<file path="src/rtl/csel_pkg.sv">
package csel_pkg;
  localparam int CSEL_DEF_WIDTH = 20;
  localparam int CSEL_DEF_NBLK  = 5;
  localparam int CSEL_DEF_PART [CSEL_DEF_NBLK] = '{2, 3, 4, 5, 6};
endpackage

</file>
<file path="src/rtl/csel_pg.sv">
module csel_pg #(
  parameter int W = 4
) (
  input  logic [W-1:0] a_i,
  input  logic [W-1:0] b_i,
  output logic [W-1:0] p_o,
  output logic [W-1:0] g_o
);
  assign p_o = a_i ^ b_i;
  assign g_o = a_i & b_i;
endmodule

</file>
<file path="src/rtl/csel_chain.sv">
module csel_chain #(
  parameter int W = 4
) (
  input  logic [W-1:0] p_i,
  input  logic [W-1:0] g_i,
  input  logic         ci_i,
  output logic [W:0]   c_o
);
  assign c_o[0] = ci_i;
  for (genvar i = 0; i < W; i++) begin : g_bit
    assign c_o[i+1] = g_i[i] | (p_i[i] & c_o[i]);
  end
endmodule

</file>
<file path="src/rtl/csel_sel_blk.sv">
// One select block: shared propagate/generate, two speculative chains, output mux.
module csel_sel_blk #(
  parameter int W = 4
) (
  input  logic [W-1:0] a_i,
  input  logic [W-1:0] b_i,
  input  logic         sel_i,
  output logic [W-1:0] s_o,
  output logic         co_o
);
  logic [W-1:0] p, g;
  logic [W:0]   c_zero, c_one;

  csel_pg #(.W(W)) pg_i (.a_i(a_i), .b_i(b_i), .p_o(p), .g_o(g));
  csel_chain #(.W(W)) chain0_i (.p_i(p), .g_i(g), .ci_i(1'b0), .c_o(c_zero));
  csel_chain #(.W(W)) chain1_i (.p_i(p), .g_i(g), .ci_i(1'b1), .c_o(c_one));

  assign s_o  = sel_i ? (p ^ c_one[W-1:0]) : (p ^ c_zero[W-1:0]);
  assign co_o = sel_i ? c_one[W] : c_zero[W];
endmodule

</file>
<file path="src/rtl/csel_sqrt_adder.sv">
module csel_sqrt_adder
  import csel_pkg::*;
#(
  parameter int WIDTH = CSEL_DEF_WIDTH,
  parameter int NBLK  = CSEL_DEF_NBLK,
  parameter int PART [NBLK] = CSEL_DEF_PART
) (
  input  logic             clk,
  input  logic             rst,
  input  logic [WIDTH-1:0] a_i,
  input  logic [WIDTH-1:0] b_i,
  input  logic             cin_i,
  output logic [WIDTH-1:0] sum_o,
  output logic             cout_o
);
  function automatic int blk_lo(input int k);
    int s;
    s = 0;
    for (int j = 0; j < k; j++) s += PART[j];
    return s;
  endfunction

  logic [NBLK:0]    cy;
  logic [WIDTH-1:0] sum_c;

  assign cy[0] = cin_i;

  for (genvar k = 0; k < NBLK; k++) begin : g_blk
    localparam int LO = blk_lo(k);
    localparam int BW = PART[k];
    if (k == 0) begin : g_ripple
      logic [BW-1:0] p, g;
      logic [BW:0]   c;
      csel_pg #(.W(BW)) pg_i (.a_i(a_i[LO +: BW]), .b_i(b_i[LO +: BW]),
                              .p_o(p), .g_o(g));
      csel_chain #(.W(BW)) chain_i (.p_i(p), .g_i(g), .ci_i(cy[k]), .c_o(c));
      assign sum_c[LO +: BW] = p ^ c[BW-1:0];
      assign cy[k+1]         = c[BW];
    end else begin : g_select
      csel_sel_blk #(.W(BW)) sel_i (
        .a_i  (a_i[LO +: BW]),
        .b_i  (b_i[LO +: BW]),
        .sel_i(cy[k]),
        .s_o  (sum_c[LO +: BW]),
        .co_o (cy[k+1])
      );
    end
  end

  always_ff @(posedge clk) begin
    if (rst) begin
      sum_o  <= '0;
      cout_o <= 1'b0;
    end else begin
      sum_o  <= sum_c;
      cout_o <= cy[NBLK];
    end
  end
endmodule

</file>
<file path="config.mk">
export PLATFORM = sky130hd
export DESIGN_NAME = csel_sqrt_adder
export DESIGN_NICKNAME = d
export VERILOG_FILES = /design/src/rtl/csel_pkg.sv /design/src/rtl/csel_pg.sv /design/src/rtl/csel_chain.sv /design/src/rtl/csel_sel_blk.sv /design/src/rtl/csel_sqrt_adder.sv
export SDC_FILE = /design/constraint.sdc
export NUM_CORES = 1
export LEC_CHECK = 0
export ABC_AREA = 1
export BUFFER_PORTS_ARGS = -buffer_cell sky130_fd_sc_hd__buf_2
export CAP_MARGIN = 20
export CORE_UTILIZATION = 48
export DETAILED_ROUTE_END_ITERATION = 7
export PLACE_DENSITY = 0.8
export SLEW_MARGIN = 25
export SYNTH_ARGS = -nofsm -noshare
export SYNTH_HDL_FRONTEND = slang
export SYNTH_SLANG_ARGS = --single-unit
</file>
<file path="constraint.sdc">
create_clock -name clk -period 14.75 [get_ports clk]
set_input_delay 0.7375 -clock clk [delete_from_list [all_inputs] [get_ports clk]]
set_output_delay 0.7375 -clock clk [all_outputs]
set_load 0.01 [all_outputs]
</file>
==> results of run 1 <==
==> path summary, 6_finish.rpt <==
path / from / end / slack, ns / cells after the start
worst max-delay path: a_i[0] / sum_o[19] / 9.43 / 32
worst min-delay path: rst / sum_o[0] / 0.74 / 2
==> worst max-delay path: cells and delay by family <==
kind | cells | cell delay [ns]
buffers and inverters | 6 | 0.46
AND/OR/NAND/NOR | 14 | 1.46
AO/OA/AOI/OAI | 6 | 0.48
adder cells (fa/ha/maj) | 6 | 2.39
==> metal layers <==
layer	track usage [%]	share of wire, %
met4	6.58	1.2
met3	3.16	4.7
met2	31.9	51
met1	20.5	43
met5	0	0
==> sequential cells by signal, indices dropped and copies added, names as in the netlist <==
signal  count
sum_o      20
cout_o      1
==> final cells by class <==
class                      instances  area share (%)
clock buffer                       4            1.61
tap                               30            2.29
inverter                          31            7.11
multi-input combinational        107            44.0
timing repair buffer              63            19.3
sequential                        21            25.7
==> cell usage in the layout (no fill, tap or decap) <==
cell type  count
nand2_2        2
o21ai_0        2
fa_1           6
dfxtp_1       21
o21ai_1        4
a21boi_1       1
nand3_1        2
clkbuf_1       1
a21oi_1        8
nand2_1       28
o21bai_1       1
clkbuf_4       3
buf_2         63
nand3_2        1
inv_1         26
clkinv_1       1
ha_1          18
nor2_1        28
xnor2_1        4
inv_2          4
or2_1          2
==> metrics by stage <==
step	utilization, %	instances	setup WS (ns)	hold WS, ns	power [W]
2_1_floorplan	-	160	9.56	0.809	0.0000966
6_report	66.1	256	9.43	0.744	0.000140
3_5_place_dp	65.0	252	9.11	1.06	0.000115
5_1_grt	66.1	256	9.14	0.737	0.000153
4_1_cts	66.1	256	9.44	0.745	0.000142
3_3_place_gp	65.0	252	9.20	1.06	0.000113
==> report_power, final <==
| group | switching [W] | internal [W] |
|---|---|---|
| sequential | 0.00000162 | 0.0000639 |
| clock | 0.0000172 | 0.0000105 |
| combinational | 0.0000259 | 0.0000214 |
==> cells by family after synthesis <==
kind of cell / Yosys count
AOI/OAI and AO/OA: 16
buffers and inverters: 32
adders and majority gates: 24
and+or+nand+nor: 63
DFF: 21
xor gates and xnor gates: 4
==> flow_summary.json, run 1 <==
{
  "slew_viol_final": 0,
  "place.gp.congestion": 0.774,
  "final_cell_area_um2": 1640,
  "die-area_um2": 2840,
  "path_class": "in2reg",
  "drt-initial-drc-count": 9,
  "clk_pin_slew_worst_paths_ns": 0.12,
  "report.final.setup_viol": 0,
  "grt_pass1_wl_um": 3610,
  "path_max_fanout": 6,
  "required_ns": 14.95,
  "dpl_cell_area_um2": 1610,
  "rows": 18,
  "top_level_ports": 64,
  "synth.top_cell.area_share_pct": 33.3,
  "grt_usage_pct": 17.7,
  "endpoint_kind": "flop",
  "cts_root_buf": "clkbuf_4",
  "synth_area_um2": 1260,
  "synth_xor_area_share_pct": 2.78,
  "timing.fmax_mhz": 188,
  "netlist.top_cell.by_area": "dfxtp_1",
  "gr-total-overflow": 0,
  "wl_per_cell_um": 9.33,
  "hold_path_class": "in2reg",
  "synthMuxAreaShare_pct": 0,
  "clock_sinks": 21,
  "yosys-top-cells-area": "dfxtp_1 33%, ha_1 18%, fa_1 9.5%",
  "core-area_um2": 2480,
  "antenna_found_initial": 0,
  "crit_top_cell": "fa_1",
  "synthCells": 160,
  "drive_above_1_share_pct": 32.3,
  "hold_viol_final": 0,
  "fin_nets": 294,
  "cts_made_buffers": 3,
  "cpPeakStageDelay_ns": 0.49,
  "initial_core_util_pct": 50.9,
  "avgSynthCellArea_um2": 7.88,
  "dr.pass1.iters": 4,
  "finalCritPeriodShare_pct": 36.0,
  "wl_um": 2390,
  "slew_headroom_pct": 84.1,
  "vias": 1164,
  "dp_hpwl_um": 2010,
  "synth_common_cells": "28 x nand2_1, 28 x nor2_1, 26 x inv_1, 21 x dfxtp_1, 18 x ha_1",
  "ys_ff_latch": 21,
  "hold_buffers": 0,
  "regArea_um2": 420,
  "io_buffers": 63,
  "via_per_inst": 4.55,
  "setup_tns_ns": 0,
  "status": "complete, no violations",
  "die_w_um": 53.3,
  "worstPathArrival_ns": 5.52,
  "synth_top_family_by_area": "adder cells",
  "cts_tree": "done",
  "dieHeight_um": 53.3,
  "min_period_ns": 5.32,
  "grt_max_degree": 13,
  "leakage_nw": 0.980,
  "antenna_cells": 0,
  "startpoint_type": "input pin",
  "cts_buffer_depth": 2,
  "synthSimpleGateAreaFrac_pct": 20.2,
  "grt_setup_unrepaired": "false",
  "power_density_nw_per_um2": 85.8,
  "drc": 0,
  "area_growth_pct": 29.8,
  "ant_nets": 0,
  "grt_pass1_vias": 931,
  "synth_edf_count": 0,
  "htreeDepth": 1,
  "synth_ff_type": "dfxtp_1",
  "multiInputGateArea_um2": 721,
  "drv_cap": 0,
  "ir_worst_vdd_uv": 58.9,
  "synth_compound_area_share_pct": 6.75,
  "synthesis.nets": 227,
  "cts_setup_buffers": 0,
  "ys_types": 19,
  "cpMaxStageDelayCell": "fa_1",
  "yosysSeqAreaShare_pct": 33.3,
  "nFillCells": 230,
  "tightest_slew_ns": 0.238,
  "cts_resized": 0,
  "synth_fa_ha_area_share_pct": 27.4,
  "async_flop_share_pct": 0,
  "yosysWarnings": 0
}
Note: power is estimated with default switching activity, not from simulation.
==> inputs of run 2 (changes only) <==
--- a/config.mk
+++ b/config.mk
@@ -8,9 +8,9 @@
 export ABC_AREA = 1
 export BUFFER_PORTS_ARGS = -buffer_cell sky130_fd_sc_hd__buf_2
 export CAP_MARGIN = 20
-export CORE_UTILIZATION = 48
+export CORE_UTILIZATION = 41
 export DETAILED_ROUTE_END_ITERATION = 7
-export PLACE_DENSITY = 0.8
+export PLACE_DENSITY = 0.72
 export SLEW_MARGIN = 25
 export SYNTH_ARGS = -nofsm -noshare
 export SYNTH_HDL_FRONTEND = slang
==> constraint.sdc (replaced) <==
create_clock -name clk -period 4.83 [get_ports clk]
set_input_delay 0.2415 -clock clk [delete_from_list [all_inputs] [get_ports clk]]
set_output_delay 0.2415 -clock clk [all_outputs]
set_load 0.01 [all_outputs]
==> flow_summary.json, run 2 (synthesis gave the netlist of run 1 again) <==
{
  "p_int_w": 0.000300,
  "hold_path_class": "in2reg",
  "dp_hpwl_um": 2020,
  "endpoint_kind": "flop",
  "antenna_cells": 0,
  "rows": 19,
  "clock_sinks": 21,
  "final_cell_mix": "63 x buf_2, 28 x nand2_1, 27 x nor2_1",
  "min_from": "rst",
  "cpMaxStageDelayCell": "fa_1",
  "cts_made_buffers": 3,
  "comb_power_share_pct": 35.1,
  "regMostFlops": "sum_o",
  "dr.pass1.iters": 6,
  "initial_core_util_pct": 44.6,
  "ir_worst_vdd_uv": 119,
  "final_common_cell": "buf_2",
  "gr-total-overflow": 0,
  "grt_max_degree": 13,
  "tightest_slew_ns": 0.228,
  "die-area_um2": 3300,
  "wl_um": 2410,
  "p_switching_w": 0.000141,
  "timing.fmax_mhz": 225,
  "die_w_um": 57.5,
  "nFillCells": 274,
  "slew_viol_final": 0,
  "seq_power_share_pct": 45.3,
  "largestRegisters": "sum_o x20, cout_o x1",
  "final_util_pct": 60.2,
  "top_level_ports": 64,
  "clk_pin_slew_worst_paths_ns": 0.12,
  "startpoint_type": "input pin",
  "status": "complete, but fails checks",
  "min_to": "sum_o[19]",
  "slew_headroom_pct": 84.8,
  "finalCritPeriodShare_pct": 91.9,
  "drv_cap": 0,
  "largest_register_ff_count": 20,
  "leakage_nw": 1.01,
  "cpPeakStageDelay_ns": 0.47,
  "io_buffers": 63,
  "hold_buffers": 0,
  "fin_nets": 301,
  "wl_per_cell_um": 9.14,
  "core-area_um2": 2830,
  "area_growth_pct": 35.0,
  "path_class": "in2reg",
  "grt_usage_pct": 15.2,
  "cts_setup_buffers": 0,
  "vias": 1168,
  "grt_setup_unrepaired": "false",
  "required_ns": 5.04,
  "min_period_ns": 4.44,
  "cts_root_buf": "clkbuf_4",
  "multiInputGateArea_um2": 732,
  "power_density_nw_per_um2": 259,
  "via_per_inst": 4.42,
  "drt-initial-drc-count": 15,
  "drive_above_1_share_pct": 36.5,
  "drc": 6,
  "hold_viol_final": 0,
  "htreeDepth": 1,
  "worstPathArrival_ns": 4.65,
  "p_sw_share_pct": 31.9,
  "place.gp.congestion": 0.792,
  "dieHeight_um": 57.5,
  "cts_tree": "done",
  "cts_buffer_depth": 2,
  "worst_hold_path.num_cells": 2,
  "antenna_found_initial": 0,
  "grt_pass1_wl_um": 3860,
  "report.final.setup_viol": 0,
  "ant_nets": 0,
  "violations": "design-rule violations",
  "setup_tns_ns": 0,
  "path_max_fanout": 5,
  "power_frac_clock_pct": 19.6,
  "grt_pass1_vias": 1023,
  "regArea_um2": 420
}
## run 2: cell count changes in the layout (fill, tap and decap cells not counted), sizes merged
cell	change
clkbuf	-1
buf	+7
clkinv	+1
## run 2: metal layers
| metal | up-vias | share of wire, % | GRT usage [%] |
|---|---|---|---|
| met1 | 500 | 41 | 16.9 |
| met5 | - | 0 | 0 |
| met4 | 0 | 1.6 | 8.01 |
| li1 | 631 | - | - |
| met2 | 33 | 52 | 28.1 |
| met3 | 4 | 5.7 | 1.81 |
## run 2: layout make-up
class / count / share of cell area [%]
clock buffers: 3 / 1.32
clock inverters: 1 / 0.294
inverters: 31 / 6.83
multi-input cells: 107 / 43.0
flip-flops and latches: 21 / 24.7
well taps: 31 / 2.28
repair buffers: 70 / 21.6
## run 2: worst max-delay path, delay by kind of cell
kind	cells	cell delay [ns]
fa+ha+maj	6	2.20
buf+inv	6	0.38
compound gates	6	0.47
simple gates	14	1.35
## run 2: repair_timing
action / 4_1_cts / 5_1_grt
resized for setup: 0 / 4
setup endpoints to repair: 0 / 1
hold endpoints to repair: 0 / 0
## run 2: how the worst max path moves through the flow
stage	end	cells after the start	from
2_1_floorplan	sum_o[19]	31	a_i[0]
3_3_place_gp	sum_o[19]	32	a_i[0]
3_5_place_dp	sum_o[19]	32	a_i[0]
4_1_cts	sum_o[19]	32	a_i[0]
5_1_grt	sum_o[19]	32	a_i[0]
6_report	sum_o[19]	32	a_i[0]
## run 2: through the flow
step	worst slack (ns)	cells	total power, W	instance area (um2)	hold slack, ns
after global placement	0.0227	260	0.000354	1660	0.565
after floorplan	0.138	160	0.000295	1260	0.313
after detailed placement	-0.0462	260	0.000357	1660	0.569
final	0.390	264	0.000440	1700	0.242
after CTS	0.302	264	0.000447	1690	0.235
after global routing	0.00158	264	0.000477	1700	0.256
## run 2: power by group through the flow
stage | Clock [W] | Combinational [W] | Sequential (W)
2_1_floorplan | 0 | 0.0000781 | 0.000217
3_5_place_dp | 0 | 0.000153 | 0.000204
4_1_cts | 0.0000922 | 0.000155 | 0.000200
6_report | 0.0000863 | 0.000155 | 0.000200
3_3_place_gp | 0 | 0.000151 | 0.000204
5_1_grt | 0.0000971 | 0.000179 | 0.000202
==> inputs of run 3 (changes only) <==
--- a/config.mk
+++ b/config.mk
@@ -8,9 +8,11 @@
 export ABC_AREA = 1
 export BUFFER_PORTS_ARGS = -buffer_cell sky130_fd_sc_hd__buf_2
 export CAP_MARGIN = 20
-export CORE_UTILIZATION = 41
+export CORE_UTILIZATION = 42
+export CTS_BUF_LIST = sky130_fd_sc_hd__clkbuf_4 sky130_fd_sc_hd__clkbuf_8
+export CTS_CLUSTER_SIZE = 16
 export DETAILED_ROUTE_END_ITERATION = 7
-export PLACE_DENSITY = 0.72
+export PLACE_DENSITY = 0.74
 export SLEW_MARGIN = 25
 export SYNTH_ARGS = -nofsm -noshare
 export SYNTH_HDL_FRONTEND = slang
==> flow_summary.json, run 3 (synthesis gave the netlist of run 1 again) <==
{
  "status": "complete, but fails checks",
  "violations": "design-rule violations",
  "antenna_found_initial": 0,
  "vias": 1177,
  "largestRegisters": "sum_o x20, cout_o x1",
  "drive_above_1_share_pct": 38.7,
  "cts_buffer_depth": 2,
  "p_sw_share_pct": 31.5,
  "place_inst": 260,
  "wl_um": 2520,
  "startpoint_type": "input pin",
  "wl_per_cell_um": 9.49,
  "slew_viol_final": 0,
  "rows": 19,
  "ant_nets": 0,
  "final_util_pct": 61.8,
  "dr.pass1.iters": 6,
  "final_cell_mix": "63 x buf_2, 28 x nand2_1, 26 x inv_1, 26 x nor2_1, 21 x dfxtp_1",
  "required_ns": 5.08,
  "htreeDepth": 1,
  "power_frac_clock_pct": 20.3,
  "path_max_fanout": 4,
  "die_w_um": 56.8,
  "place_ws_ns": -0.104,
  "gr-total-overflow": 0,
  "drc": 8,
  "regMostFlops": "sum_o",
  "fin_ws_ns": 0.305,
  "p_int_w": 0.000311,
  "power_density_nw_per_um2": 261,
  "place.gp.congestion": 0.742,
  "comb_power_share_pct": 35.5,
  "endpoint_kind": "flop",
  "core-area_um2": 2810,
  "timing.fmax_mhz": 221,
  "grt_max_degree": 13,
  "final_common_cell": "buf_2",
  "slew_headroom_pct": 84.1,
  "min_period_ns": 4.53,
  "cpPeakStageDelay_ns": 0.40,
  "via_per_inst": 4.42,
  "cts_root_buf": "clkbuf_4",
  "path_class": "in2reg",
  "cpMaxStageDelayCell": "fa_2",
  "die-area_um2": 3230,
  "clk_pin_slew_worst_paths_ns": 0.12,
  "nFillCells": 260,
  "grt_usage_pct": 16.1,
  "report.final.setup_viol": 0,
  "leakage_nw": 1.02,
  "grt_pass1_wl_um": 4000,
  "hold_viol_final": 0,
  "antenna_cells": 0,
  "largest_register_ff_count": 20,
  "top_level_ports": 64,
  "fin_nets": 303,
  "grt_pass1_vias": 1034,
  "cts_tree": "done",
  "tightest_slew_ns": 0.238,
  "seq_power_share_pct": 44.2,
  "drv_cap": 0,
  "clock_sinks": 21,
  "initial_core_util_pct": 45.0,
  "drt-initial-drc-count": 29,
  "hold_buffers": 0,
  "p_switching_w": 0.000143,
  "area_growth_pct": 37.4,
  "dp_hpwl_um": 2000,
  "finalCritPeriodShare_pct": 93.7,
  "dieHeight_um": 56.8,
  "crit_top_cell": "nand2_1",
  "power.total_w": 0.000453,
  "worstPathArrival_ns": 4.77,
  "stdcell_count": 266,
  "hold_path_class": "in2reg",
  "ir_worst_vdd_uv": 101,
  "io_buffers": 63,
  "cts_made_buffers": 3,
  "hold_slack_ns": 0.250,
  "worst_hold_path.num_cells": 2
}
[run 3: worst max-delay path: cells and delay by family]
kind	cells	cell delay [ns]
AOI/OAI and AO/OA	6	0.47
adders and majority gates	6	2.08
and+or+nand+nor	14	1.52
buffers and inverters	6	0.45
[run 3: metal layers]
metal	track usage (%)	part of all wire, %
met4	6.27	0.75
met3	2.30	5.2
met1	18.3	42
met2	29.9	52
met5	0	0
[run 3: layout make-up]
class | count | area (um2) | area share [%]
Clock buffer | 4 | 30.0 | 1.73
Inverter | 31 | 116 | 6.71
Multi-Input combinational cell | 107 | 744 | 43.0
Sequential cell | 21 | 420 | 24.3
Tap cell | 31 | 38.8 | 2.24
Timing Repair Buffer | 72 | 383 | 22.1
[run 3: through the flow]
stage | cell area (um2) | TNS [ns]
6_report | 1730 | 0
5_1_grt | 1730 | -0.0230
4_1_cts | 1690 | 0
3_5_place_dp | 1660 | -0.104
3_3_place_gp | 1660 | -0.00979
2_1_floorplan | 1260 | 0
[run 3: power by group through the flow]
| stage | clock [W] | sequential [W] | combinational (W) |
|---|---|---|---|
| after CTS | 0.0000955 | 0.000201 | 0.000155 |
| after detailed placement | 0 | 0.000204 | 0.000154 |
| final | 0.0000920 | 0.000200 | 0.000161 |
| after global placement | 0 | 0.000204 | 0.000151 |
| after floorplan | 0 | 0.000217 | 0.0000781 |
| after global routing | 0.000103 | 0.000202 | 0.000184 |
[run 3: path summary, 6_finish.rpt]
path / startpoint / slack (ns) / endpoint
setup / recovery: a_i[0] / 0.30 / sum_o[19]
hold / removal: rst / 0.25 / sum_o[0]
[run 3: what timing repair did]
item                                    4_1_cts  5_1_grt
endpoints found under the setup margin        0        2
resized for setup                             0        8
setup buffers                                 0        2
